[config.mk]
export PLATFORM = sky130hd
export DESIGN_NAME = asr_ctrl
export DESIGN_NICKNAME = d
export VERILOG_FILES = /design/src/rtl/asr_pkg.sv /design/src/rtl/asr_pick.sv /design/src/rtl/asr_regs.sv /design/src/rtl/asr_core.sv /design/src/rtl/asr_ctrl.sv
export SDC_FILE = /design/constraint.sdc
export NUM_CORES = 1
export LEC_CHECK = 0
export CORE_MARGIN = 4
export CORE_UTILIZATION = 45
export DETAILED_ROUTE_END_ITERATION = 7
export MAX_ROUTING_LAYER = met4
export PLACE_DENSITY_LB_ADDON = 0.08
export SYNTH_ARGS = -nofsm -noshare
export SYNTH_HDL_FRONTEND = slang
export SYNTH_SLANG_ARGS = --single-unit
[constraint.sdc]
create_clock -name clk -period 2.7 [get_ports clk]
set_input_delay 0.27 -clock clk [delete_from_list [all_inputs] [get_ports clk]]
set_output_delay 0.27 -clock clk [all_outputs]
set_load 0.05 [all_outputs]
[src/rtl/asr_pkg.sv]
package asr_pkg;

    localparam int NSTD    = 7;
    localparam int IW      = 3;
    localparam int DW      = 16;
    localparam int CLR_BIT = 11;
    localparam int RUN_BIT = 12;
    localparam int SW      = 6;

    // one bit per standard index: 1 = 60 Hz family
    localparam logic [NSTD-1:0] RATE60_MAP = 7'b1011010;

    localparam logic [1:0] RATE_50 = 2'b01;
    localparam logic [1:0] RATE_60 = 2'b10;

    localparam int S_VWIN  = 0;
    localparam int S_DIS   = 1;
    localparam int S_BUSY  = 2;
    localparam int S_FAIL  = 3;
    localparam int S_NOCOL = 4;

    typedef enum logic [1:0] {
        ST_OFF,
        ST_START,
        ST_SEARCH,
        ST_HOLD
    } asr_state_e;

    function automatic logic [2:0] sc_code(input logic [IW-1:0] idx);
        case (idx)
            3'd1:    sc_code = 3'd1;
            3'd2:    sc_code = 3'd2;
            3'd4:    sc_code = 3'd3;
            3'd5:    sc_code = 3'd4;
            default: sc_code = 3'd0;
        endcase
    endfunction

endpackage

[src/rtl/asr_pick.sv]
module asr_pick
    import asr_pkg::*;
#(
    parameter int N = NSTD,
    parameter int W = IW
) (
    input  logic [N-1:0] mask,
    input  logic         want60,
    input  logic [W:0]   from,
    output logic         hit,
    output logic [W-1:0] idx
);

    logic [N-1:0] elig;

    for (genvar i = 0; i < N; i++) begin : g_elig
        assign elig[i] = mask[i] && (RATE60_MAP[i] == want60) && ((W+1)'(i) >= from);
    end

    always_comb begin
        hit = 1'b0;
        idx = '0;
        for (int i = N - 1; i >= 0; i--) begin
            if (elig[i]) begin
                hit = 1'b1;
                idx = W'(i);
            end
        end
    end

endmodule

[src/rtl/asr_regs.sv]
module asr_regs
    import asr_pkg::*;
(
    input  logic            clk,
    input  logic            rst_n,
    input  logic            wr,
    input  logic            addr,
    input  logic [DW-1:0]   wdata,
    input  logic [SW-1:0]   status,
    output logic [DW-1:0]   rdata,
    output logic [NSTD-1:0] mask,
    output logic            run,
    output logic            clr,
    output logic            chg
);

    typedef struct packed {
        logic [NSTD-1:0] mask;
        logic            run;
        logic            clr;
        logic            chg;
    } regs_t;

    regs_t q, d;
    logic  unused_wbits;

    assign unused_wbits = ^{wdata[DW-1:RUN_BIT+1], wdata[CLR_BIT-1:NSTD]};

    always_comb begin
        d     = q;
        d.clr = 1'b0;
        d.chg = 1'b0;
        if (wr && !addr) begin
            d.mask = wdata[NSTD-1:0];
            d.run  = wdata[RUN_BIT];
            d.clr  = wdata[CLR_BIT];
            d.chg  = (wdata[NSTD-1:0] != q.mask) || (wdata[RUN_BIT] != q.run);
        end
    end

    always_ff @(posedge clk or negedge rst_n) begin
        if (!rst_n) q <= '0;
        else        q <= d;
    end

    always_comb begin
        rdata = '0;
        if (!addr) begin
            rdata[NSTD-1:0] = q.mask;
            rdata[CLR_BIT]  = q.clr;
            rdata[RUN_BIT]  = q.run;
        end else begin
            rdata[SW-1:0] = status;
        end
    end

    assign mask = q.mask;
    assign run  = q.run;
    assign clr  = q.clr;
    assign chg  = q.chg;

    p_rsvd_zero_r2: assert property (@(posedge clk) disable iff (!rst_n)
        !addr |-> (rdata[CLR_BIT-1:NSTD] == '0));

endmodule

[src/rtl/asr_core.sv]
module asr_core
    import asr_pkg::*;
(
    input  logic            clk,
    input  logic            rst_n,
    input  logic            run,
    input  logic [NSTD-1:0] mask,
    input  logic            chg,
    input  logic            clr,
    input  logic [1:0]      field_rate,
    input  logic            trial_done,
    input  logic            trial_color,
    input  logic            trial_lock,
    input  logic [IW-1:0]   trial_seen_std,
    output logic [IW-1:0]   cand,
    output logic [SW-1:0]   status
);

    localparam int NPAD = 1 << IW;

    typedef struct packed {
        asr_state_e     state;
        logic [IW-1:0]  cand;
        logic [4:0]     stat;
        logic           sw;
        logic [1:0]     rate;
        logic           seen;
        logic [IW-1:0]  seen_std;
        logic [IW-1:0]  locked;
        logic           locked_any;
    } core_t;

    core_t q, d;

    logic [NPAD-1:0] mask_x;
    logic [NPAD-1:0] map_x;
    logic [IW:0]     pk_from;
    logic            pk_hit;
    logic [IW-1:0]   pk_idx;
    logic            want60;
    logic            rate_ok;

    assign mask_x  = NPAD'(mask);
    assign map_x   = NPAD'(RATE60_MAP);
    assign want60  = (q.rate == RATE_60);
    assign rate_ok = (q.rate == RATE_50) || (q.rate == RATE_60);
    assign pk_from = (q.state == ST_SEARCH) ? ({1'b0, q.cand} + 1'b1) : '0;

    asr_pick #(.N(NSTD), .W(IW)) u_pick (
        .mask   (mask),
        .want60 (want60),
        .from   (pk_from),
        .hit    (pk_hit),
        .idx    (pk_idx)
    );

    always_comb begin
        logic          sw_set;
        logic          seen_n;
        logic [IW-1:0] std_n;

        d      = q;
        d.rate = field_rate;
        sw_set = 1'b0;
        seen_n = q.seen;
        std_n  = q.seen_std;

        if (!run) begin
            d.state = ST_OFF;
            d.stat  = '0;
        end else if (chg || (field_rate != q.rate) || (q.state == ST_OFF)) begin
            d.state = ST_START;
        end else begin
            case (q.state)
                ST_START: begin
                    d.seen = 1'b0;
                    d.stat = '0;
                    if (!rate_ok) begin
                        d.stat[S_VWIN] = 1'b1;
                        d.state        = ST_HOLD;
                    end else if (!pk_hit) begin
                        d.stat[S_DIS] = 1'b1;
                        d.state       = ST_HOLD;
                    end else begin
                        d.cand         = pk_idx;
                        d.stat[S_BUSY] = 1'b1;
                        d.state        = ST_SEARCH;
                    end
                end
                ST_SEARCH: begin
                    if (trial_done) begin
                        if (trial_lock) begin
                            d.stat  = '0;
                            d.state = ST_HOLD;
                            sw_set  = !q.locked_any || (q.locked != q.cand);
                            d.locked     = q.cand;
                            d.locked_any = 1'b1;
                        end else begin
                            seen_n     = q.seen || trial_color;
                            std_n      = trial_color ? trial_seen_std : q.seen_std;
                            d.seen     = seen_n;
                            d.seen_std = std_n;
                            if (pk_hit) begin
                                d.cand = pk_idx;
                            end else begin
                                d.state = ST_HOLD;
                                d.stat  = '0;
                                if (seen_n) begin
                                    d.stat[S_FAIL] = 1'b1;
                                    d.stat[S_DIS]  = !mask_x[std_n];
                                end else begin
                                    d.stat[S_NOCOL] = 1'b1;
                                end
                            end
                        end
                    end
                end
                default: ;
            endcase
        end

        if (sw_set)   d.sw = 1'b1;
        else if (clr) d.sw = 1'b0;
    end

    always_ff @(posedge clk or negedge rst_n) begin
        if (!rst_n) q <= '0;
        else        q <= d;
    end

    assign cand   = q.cand;
    assign status = {q.sw, q.stat};

    p_cand_legal_r5: assert property (@(posedge clk) disable iff (!rst_n)
        (q.state == ST_SEARCH && !chg) |->
            (mask_x[cand] && (map_x[cand] == (q.rate == RATE_60))));

    p_code_shape_r8: assert property (@(posedge clk) disable iff (!rst_n)
        $onehot0(status[4:0]) || (status[4:0] == 5'b01010));

    p_sw_sticky_r9: assert property (@(posedge clk) disable iff (!rst_n)
        ($past(status[5]) && !$past(clr)) |-> status[5]);

    p_off_hold_r11: assert property (@(posedge clk) disable iff (!rst_n)
        (!run && $past(!run)) |-> ($stable(cand) && status[4:0] == '0));

endmodule

[src/rtl/asr_ctrl.sv]
module asr_ctrl
    import asr_pkg::*;
(
    input  logic          clk,
    input  logic          rst_n,
    input  logic          reg_wr,
    input  logic          reg_addr,
    input  logic [15:0]   reg_wdata,
    output logic [15:0]   reg_rdata,
    input  logic [1:0]    field_rate,
    input  logic          trial_done,
    input  logic          trial_color,
    input  logic          trial_lock,
    input  logic [2:0]    trial_seen_std,
    output logic [2:0]    cand_std,
    output logic [2:0]    cand_sc
);

    logic [NSTD-1:0] mask;
    logic            run;
    logic            clr;
    logic            chg;
    logic [SW-1:0]   status;

    asr_regs u_regs (
        .clk    (clk),
        .rst_n  (rst_n),
        .wr     (reg_wr),
        .addr   (reg_addr),
        .wdata  (reg_wdata),
        .status (status),
        .rdata  (reg_rdata),
        .mask   (mask),
        .run    (run),
        .clr    (clr),
        .chg    (chg)
    );

    asr_core u_core (
        .clk            (clk),
        .rst_n          (rst_n),
        .run            (run),
        .mask           (mask),
        .chg            (chg),
        .clr            (clr),
        .field_rate     (field_rate),
        .trial_done     (trial_done),
        .trial_color    (trial_color),
        .trial_lock     (trial_lock),
        .trial_seen_std (trial_seen_std),
        .cand           (cand_std),
        .status         (status)
    );

    assign cand_sc = sc_code(cand_std);

endmodule

; Word-level counts from Yosys, hierarchy flattened
; Cells that the tools add are included.
[word_totals]
regBits = 31
output_inout_bits = 22
input_bits = 28
[op_classes]
add_sub_neg = 1
n_reduce_logical = 33
muxes = 56
n_bitwise = 3
magnitude_cmp = 8
n_eq_ne = 22
[ops]
columns = operator, count
row1 = 2-to-1 mux 3 bit, 11
row2 = 2-to-1 mux 1 bit, 23
row3 = 2-to-1 mux 5 bit, 4
row4 = one-hot mux 10 bit (2 select lines), 1
row5 = 2-to-1 mux 2 bit, 8
row6 = logical AND 1 bit, 15
row7 = AND reduction 5 bit, 3
row8 = "greater-or-equal comparator 3 x 4 -> 1 bit, first input constant", 3
row9 = 2-to-1 mux 4 bit, 3
row10 = one-hot mux 3 bit (4 select lines), 1
row11 = 2-to-1 mux 10 bit, 1
row12 = "greater-or-equal comparator 1 x 4 -> 1 bit, first input constant", 2
row13 = "greater-or-equal comparator 2 x 4 -> 1 bit, first input constant", 2
row14 = 2-to-1 mux 8 bit, 1
row15 = "inequality test 4 bit, second input constant", 2
row16 = inequality test 7 bit, 1
row17 = "== test 3 bit, second input constant", 2
row18 = logical OR 1 bit, 6
row19 = 2-to-1 mux 6 bit, 1
row20 = "inequality test 2 bit, second input constant", 3
row21 = AND reduction 6 bit, 1
row22 = "inequality test 5 bit, second input constant", 1
row23 = "adder 3 x 1 -> 4 bit, second input constant", 1
row24 = "== test 2 x 1 -> 1 bit, second input constant", 2
row25 = 19 further kinds, 25

; Longest topological paths before layout
[depth]
depth_word = 17
depth_mapped = 9
depth_no_buf = 8

; By module
; Synthesis repeated with hierarchy kept, for this count alone.
[unflattened]
hier_cells = 208
area_unflattened_um2 = 2138.3
[modules_own_cells]
columns = mod, cells_each, area_each_um2, n_inst
row1 = asr_core, 124, 1248.7, 1
row2 = asr_regs, 50, 663.1, 1
row3 = asr_pick, 28, 193.9, 1
row4 = asr_ctrl, 6, 32.5, 1

; Worst setup path after synthesis
; No wires, ideal clock.
[synth_timing]
path_kind = register to register
start = register u_core.q (netlist bit u_core.cand[0])
end = register u_core.q (netlist bit u_core.status[0])
setup_slack_ns = 0.552
arrival_ns = 2.029
required_time_ns = 2.581
path_stages_with_launch = 10
path_buffers = 1
period_less_slack_ns = 2.148
cell_sequence = dfrtp_1 buf_6 inv_1 ha_1 nor4bb_1 a211oi_2 o21ai_1 o311a_1 o22ai_1 and2_1
[synth_between]
elab_chain_len = 13
word_cells_on_any_way = 25
cone_classes = add/sub (1) / order compare (7) / eq/ne (1) / mux (8) / reduce/logical (8)
[synth_rtl]
columns = item, line_no
row1 = start: declaration, asr_core.sv:33  ; core_t q, d;
row2 = start signal: assignment, asr_core.sv:127  ; if (!rst_n) q <= '0;
row3 = start signal: assignment, asr_core.sv:128  ; else q <= d;
row4 = adder 3 x 1 -> 4 bit *, asr_core.sv:47  ; assign pk_from = (q.state == ST_SEARCH) ? ({1'b0, q.cand} + 1'b1) : '0;
row5 = 2-to-1 mux 4 bit *, asr_core.sv:47
row6 = greater-or-equal comparator 3 x 4 -> 1 bit, asr_pick.sv:17  ; assign elig[i] = mask[i] && (RATE60_MAP[i] == want60) && ((W+1)'(i) >= from);
row7 = logical AND 1 bit, asr_pick.sv:17
row8 = 2-to-1 mux 1 bit (6 in series), asr_pick.sv:24  ; if (elig[i]) begin
row9 = 2-to-1 mux 1 bit *, asr_pick.sv:24
row10 = inequality test 4 bit (no line) *, n/a
row11 = AND reduction 4 bit (no line) *, n/a
; Mark *: on every way between the ends. The rest lies on a longest branch, timed or not.
; A chain may end at the register's enable or synchronous reset.

; Worst setup path after layout
[layout_timing]
start = input port reg_addr
end = output port reg_rdata[0]
[layout_between]
elab_chain_len = 1
[layout_rtl]
columns = item, line_no
row1 = start: declaration, asr_ctrl.sv:7  ; input logic reg_addr,
row2 = 2-to-1 mux 6 bit, asr_regs.sv:48  ; if (!addr) begin
row3 = end: declaration, asr_ctrl.sv:9  ; output logic [15:0] reg_rdata,
; Every way passes these cells.

==> out/qor.csv <==
metric;value;unit
status;completed;
Register-to-Register Path Depth;8;
core box area;0.00475;mm²
reg2reg setup slack;0.31;ns
DR DRC count;0;
share of layout cells above drive strength 1;16.3;%
Initial DRC Count;73;
Final setup viols;0;
DIE AREA;0.00614;mm²
DRT antenna net count;0;
Yosys reg bits;31;
area leader, netlist;dfrtp_1;
internal power;1060;µW
fin crit period;2.40;ns
worst setup path endpoint;reg_rdata[0];
post-synth cell types;59;
asr flop ratio synth;100;%
switch share;44.3;%
crit path launch type;input port;
largest cells by area after synthesis;dfrtp_1 (35%), mux2_2 (8.1%), ha_1 (5.1%), buf_4 (4.4%), xor2_1 (3.9%);
largest net degree at the start of global routing;32;
initial antenna violation count;0;
power share of the clock group;19.0;%
Netlist Area Pre-Place;0.00223;mm²
latest clock arrival within the worst-skew pair;0.29;ns
H-tree lvl count;2;
CTS tree;yes;
Lkg Pwr;0.00115;µW
share of the synthesized area in the top cell type;34.8;%
Initial Util;46.8;%
routed vias;1700;
Final Cycle Share;89.1;%
Placer Congestion;0.865;
Worst-Margin Slew;0.504;ns
number of detailed-route iterations in the first pass;4;
Reg-to-Reg End;u_core.status[1];
CP Data Required Time;2.43;ns
Longest Clk Path Bufs;2;
CP Max Fanout;10;
Tot GR Track Use;17.2;%
die height;78.4;µm
Post-DP HPWL;3.73;mm
Reg clk slew, reported paths;0.07;ns
Post-CTS Hold Buffers;0;
CTS Buf Count;5;
Ant. Diodes;0;
Reg-to-Reg Start;u_core.q[19];
MaxCap Viol Count;0;
global-route wire length before repair;8.12;mm
Slew Viols, Final;0;
layout overhead on the synthesized area;20.9;%
Post-CTS Setup Repair Bufs;0;
Flop pwr share;31.8;%
Post-Syn Area per Cell;9.85;µm²
Final Hold Viols;0;
switching pwr;846;µW
setup TNS;0;ns
unrepaired setup endpoints after global routing;no;
die width;78.4;µm
CP Launch Point;reg_addr;
CP Class;input port to primary output;
cells after synthesis;226;
dominant synthesized flop cell;dfrtp_1;
# port buffers;35;
Gate power share;49.2;%
power per cell area;709;mW/mm²
post-synthesis sequential area ratio;34.8;%
clock root cell;clkbuf_8;
peak supply drop;0.378;mV
Vias/cell;5.15;
# clock sinks;31;
vias in the first global route;1708;
EDFF count, synth;0;
std cell rows;25;
warnings from Yosys;0;
final WL;4.82;mm
WP data arrival;2.13;ns
Max-slew headroom;66.3;%
Max Freq;416;MHz
# resized after CTS;0;
hold crit path type;input port to asynchronous set/reset pin;
grt ovf;0;
Worst Clk Skew;0.00898;ns
nets;299;
drt wl/cell;14.6;µm
Worst Setup End Kind;primary output;
I/O Pins;50;
Pwr Total;1910;µW
==> sequential cells by signal (all words and copies together), names as in the netlist <==
| name | flops |
|---|---|
| u_core.q | 12 |
| u_regs.mask | 7 |
| u_core.status | 6 |
| u_core.cand | 3 |
| u_regs.chg | 1 |
| u_regs.clr | 1 |
| u_regs.run | 1 |
==> per-stage QoR <==
| stage | hold slack [ns] | utilization [%] | setup slack (ns) | cell area (µm²) | std cells |
|---|---|---|---|---|---|
| floorplan | -0.0256 | - | 0.552 | 2250 | 232 |
| global placement | 0.435 | 54.8 | 0.291 | 2610 | 322 |
| detailed placement | 0.441 | 54.8 | 0.293 | 2610 | 322 |
| CTS | 0.391 | 56.6 | 0.278 | 2690 | 330 |
| global route | 0.413 | 56.6 | 0.105 | 2690 | 330 |
| finish | 0.374 | 56.6 | 0.295 | 2690 | 330 |
==> synth_stat cells (2+ instances only) <==
| cell type | instances |
|---|---|
| inv_1 | 13 |
| xnor2_1 | 4 |
| nand2b_1 | 4 |
| nand3_1 | 4 |
| nor4_1 | 2 |
| nand2_1 | 16 |
| ha_1 | 9 |
| nand3b_1 | 3 |
| nor2b_1 | 7 |
| a31o_1 | 2 |
| mux2_1 | 4 |
| xor2_1 | 10 |
| o2bb2ai_1 | 2 |
| mux2_2 | 16 |
| o22ai_1 | 4 |
| o311a_1 | 2 |
| mux2i_1 | 4 |
| o21ai_1 | 4 |
| dfrtp_1 | 31 |
| clkbuf_1 | 4 |
| and2_1 | 7 |
| o2111ai_2 | 2 |
| a21oi_2 | 2 |
| o21ai_0 | 4 |
| buf_4 | 13 |
| a21oi_1 | 8 |
| nor2_1 | 12 |
| nand4_1 | 2 |
==> kinds of logic after synthesis <==
group	count (synthesis)	synth area share (%)
xor gates and xnor gates	14	5.51
DFF	31	34.8
and+or+nand+nor	68	16.8
AOI/OAI and AO/OA	47	17.8
adders and majority gates	9	5.06
other	1	0.168
muxes	24	11.9
buffers and inverters	32	7.98
==> how the worst min path moves through the flow <==
stage	to	slack [ns]
after floorplan	u_core.cand[0]	-0.03
after global placement	u_core.status[5]	0.43
after detailed placement	u_core.status[5]	0.44
after CTS	u_core.q[7]	0.39
after global routing	u_core.status[2]	0.41
final	u_core.q[20]	0.37
==> cell type report <==
type                            instances  area (µm²)
Fill cell                             440        2060
Multi-Input combinational cell        169        1300
Sequential cell                        31         776
Timing Repair Buffer                   42         403
Tap cell                               67        83.8
Clock buffer                            6        72.6
Inverter                               13        48.8
Clock inverter                          2        12.5
==> power by group through the flow <==
stage,logic (µW),clock network [µW],registers [µW]
after floorplan,759,0,579
after global placement,936,0,615
after detailed placement,939,0,615
after CTS,943,372,608
after global routing,1020,391,621
final,941,362,607
==> cell usage in the layout, fill, tap and decap left out, types with 2 or more instances in the layout <==
master | synthesis | layout
clkdlybuf4s50_1 | 0 | 35
dfrtp_1 | 31 | 31
mux2_2 | 16 | 16
nand2_1 | 16 | 16
inv_1 | 13 | 13
nor2_1 | 12 | 12
xor2_1 | 10 | 10
ha_1 | 9 | 9
a21oi_1 | 8 | 8
nor2b_1 | 7 | 7
and2_1 | 7 | 7
conb_1 | 1 | 7
buf_4 | 13 | 7
clkbuf_8 | 0 | 5
nand3_1 | 4 | 4
nand2b_1 | 4 | 4
o21ai_1 | 4 | 4
xnor2_1 | 4 | 4
o21ai_0 | 4 | 4
mux2i_1 | 4 | 4
mux2_1 | 4 | 4
o22ai_1 | 4 | 4
nand3b_1 | 3 | 3
nor4_1 | 2 | 2
nand4_1 | 2 | 2
o2111ai_2 | 2 | 2
a21oi_2 | 2 | 2
a31o_1 | 2 | 2
o311a_1 | 2 | 2
o2bb2ai_1 | 2 | 2
==> critical path, cell delays in order <==
cell and delay, ns:
clkdlybuf4s50_1 0.74, mux2_2 0.41, clkdlybuf4s50_1 0.71
==> layer usage <==
metal  up-vias  routed length [µm]  GRT usage (%)
met5         -                   0              -
met4         0                  51           4.20
met3         7                 223           3.78
met2        40                2120           25.3
met1       800                2420           24.1
li1        853                   -              -
No activity file was read; power rests on OpenSTA's default activity.
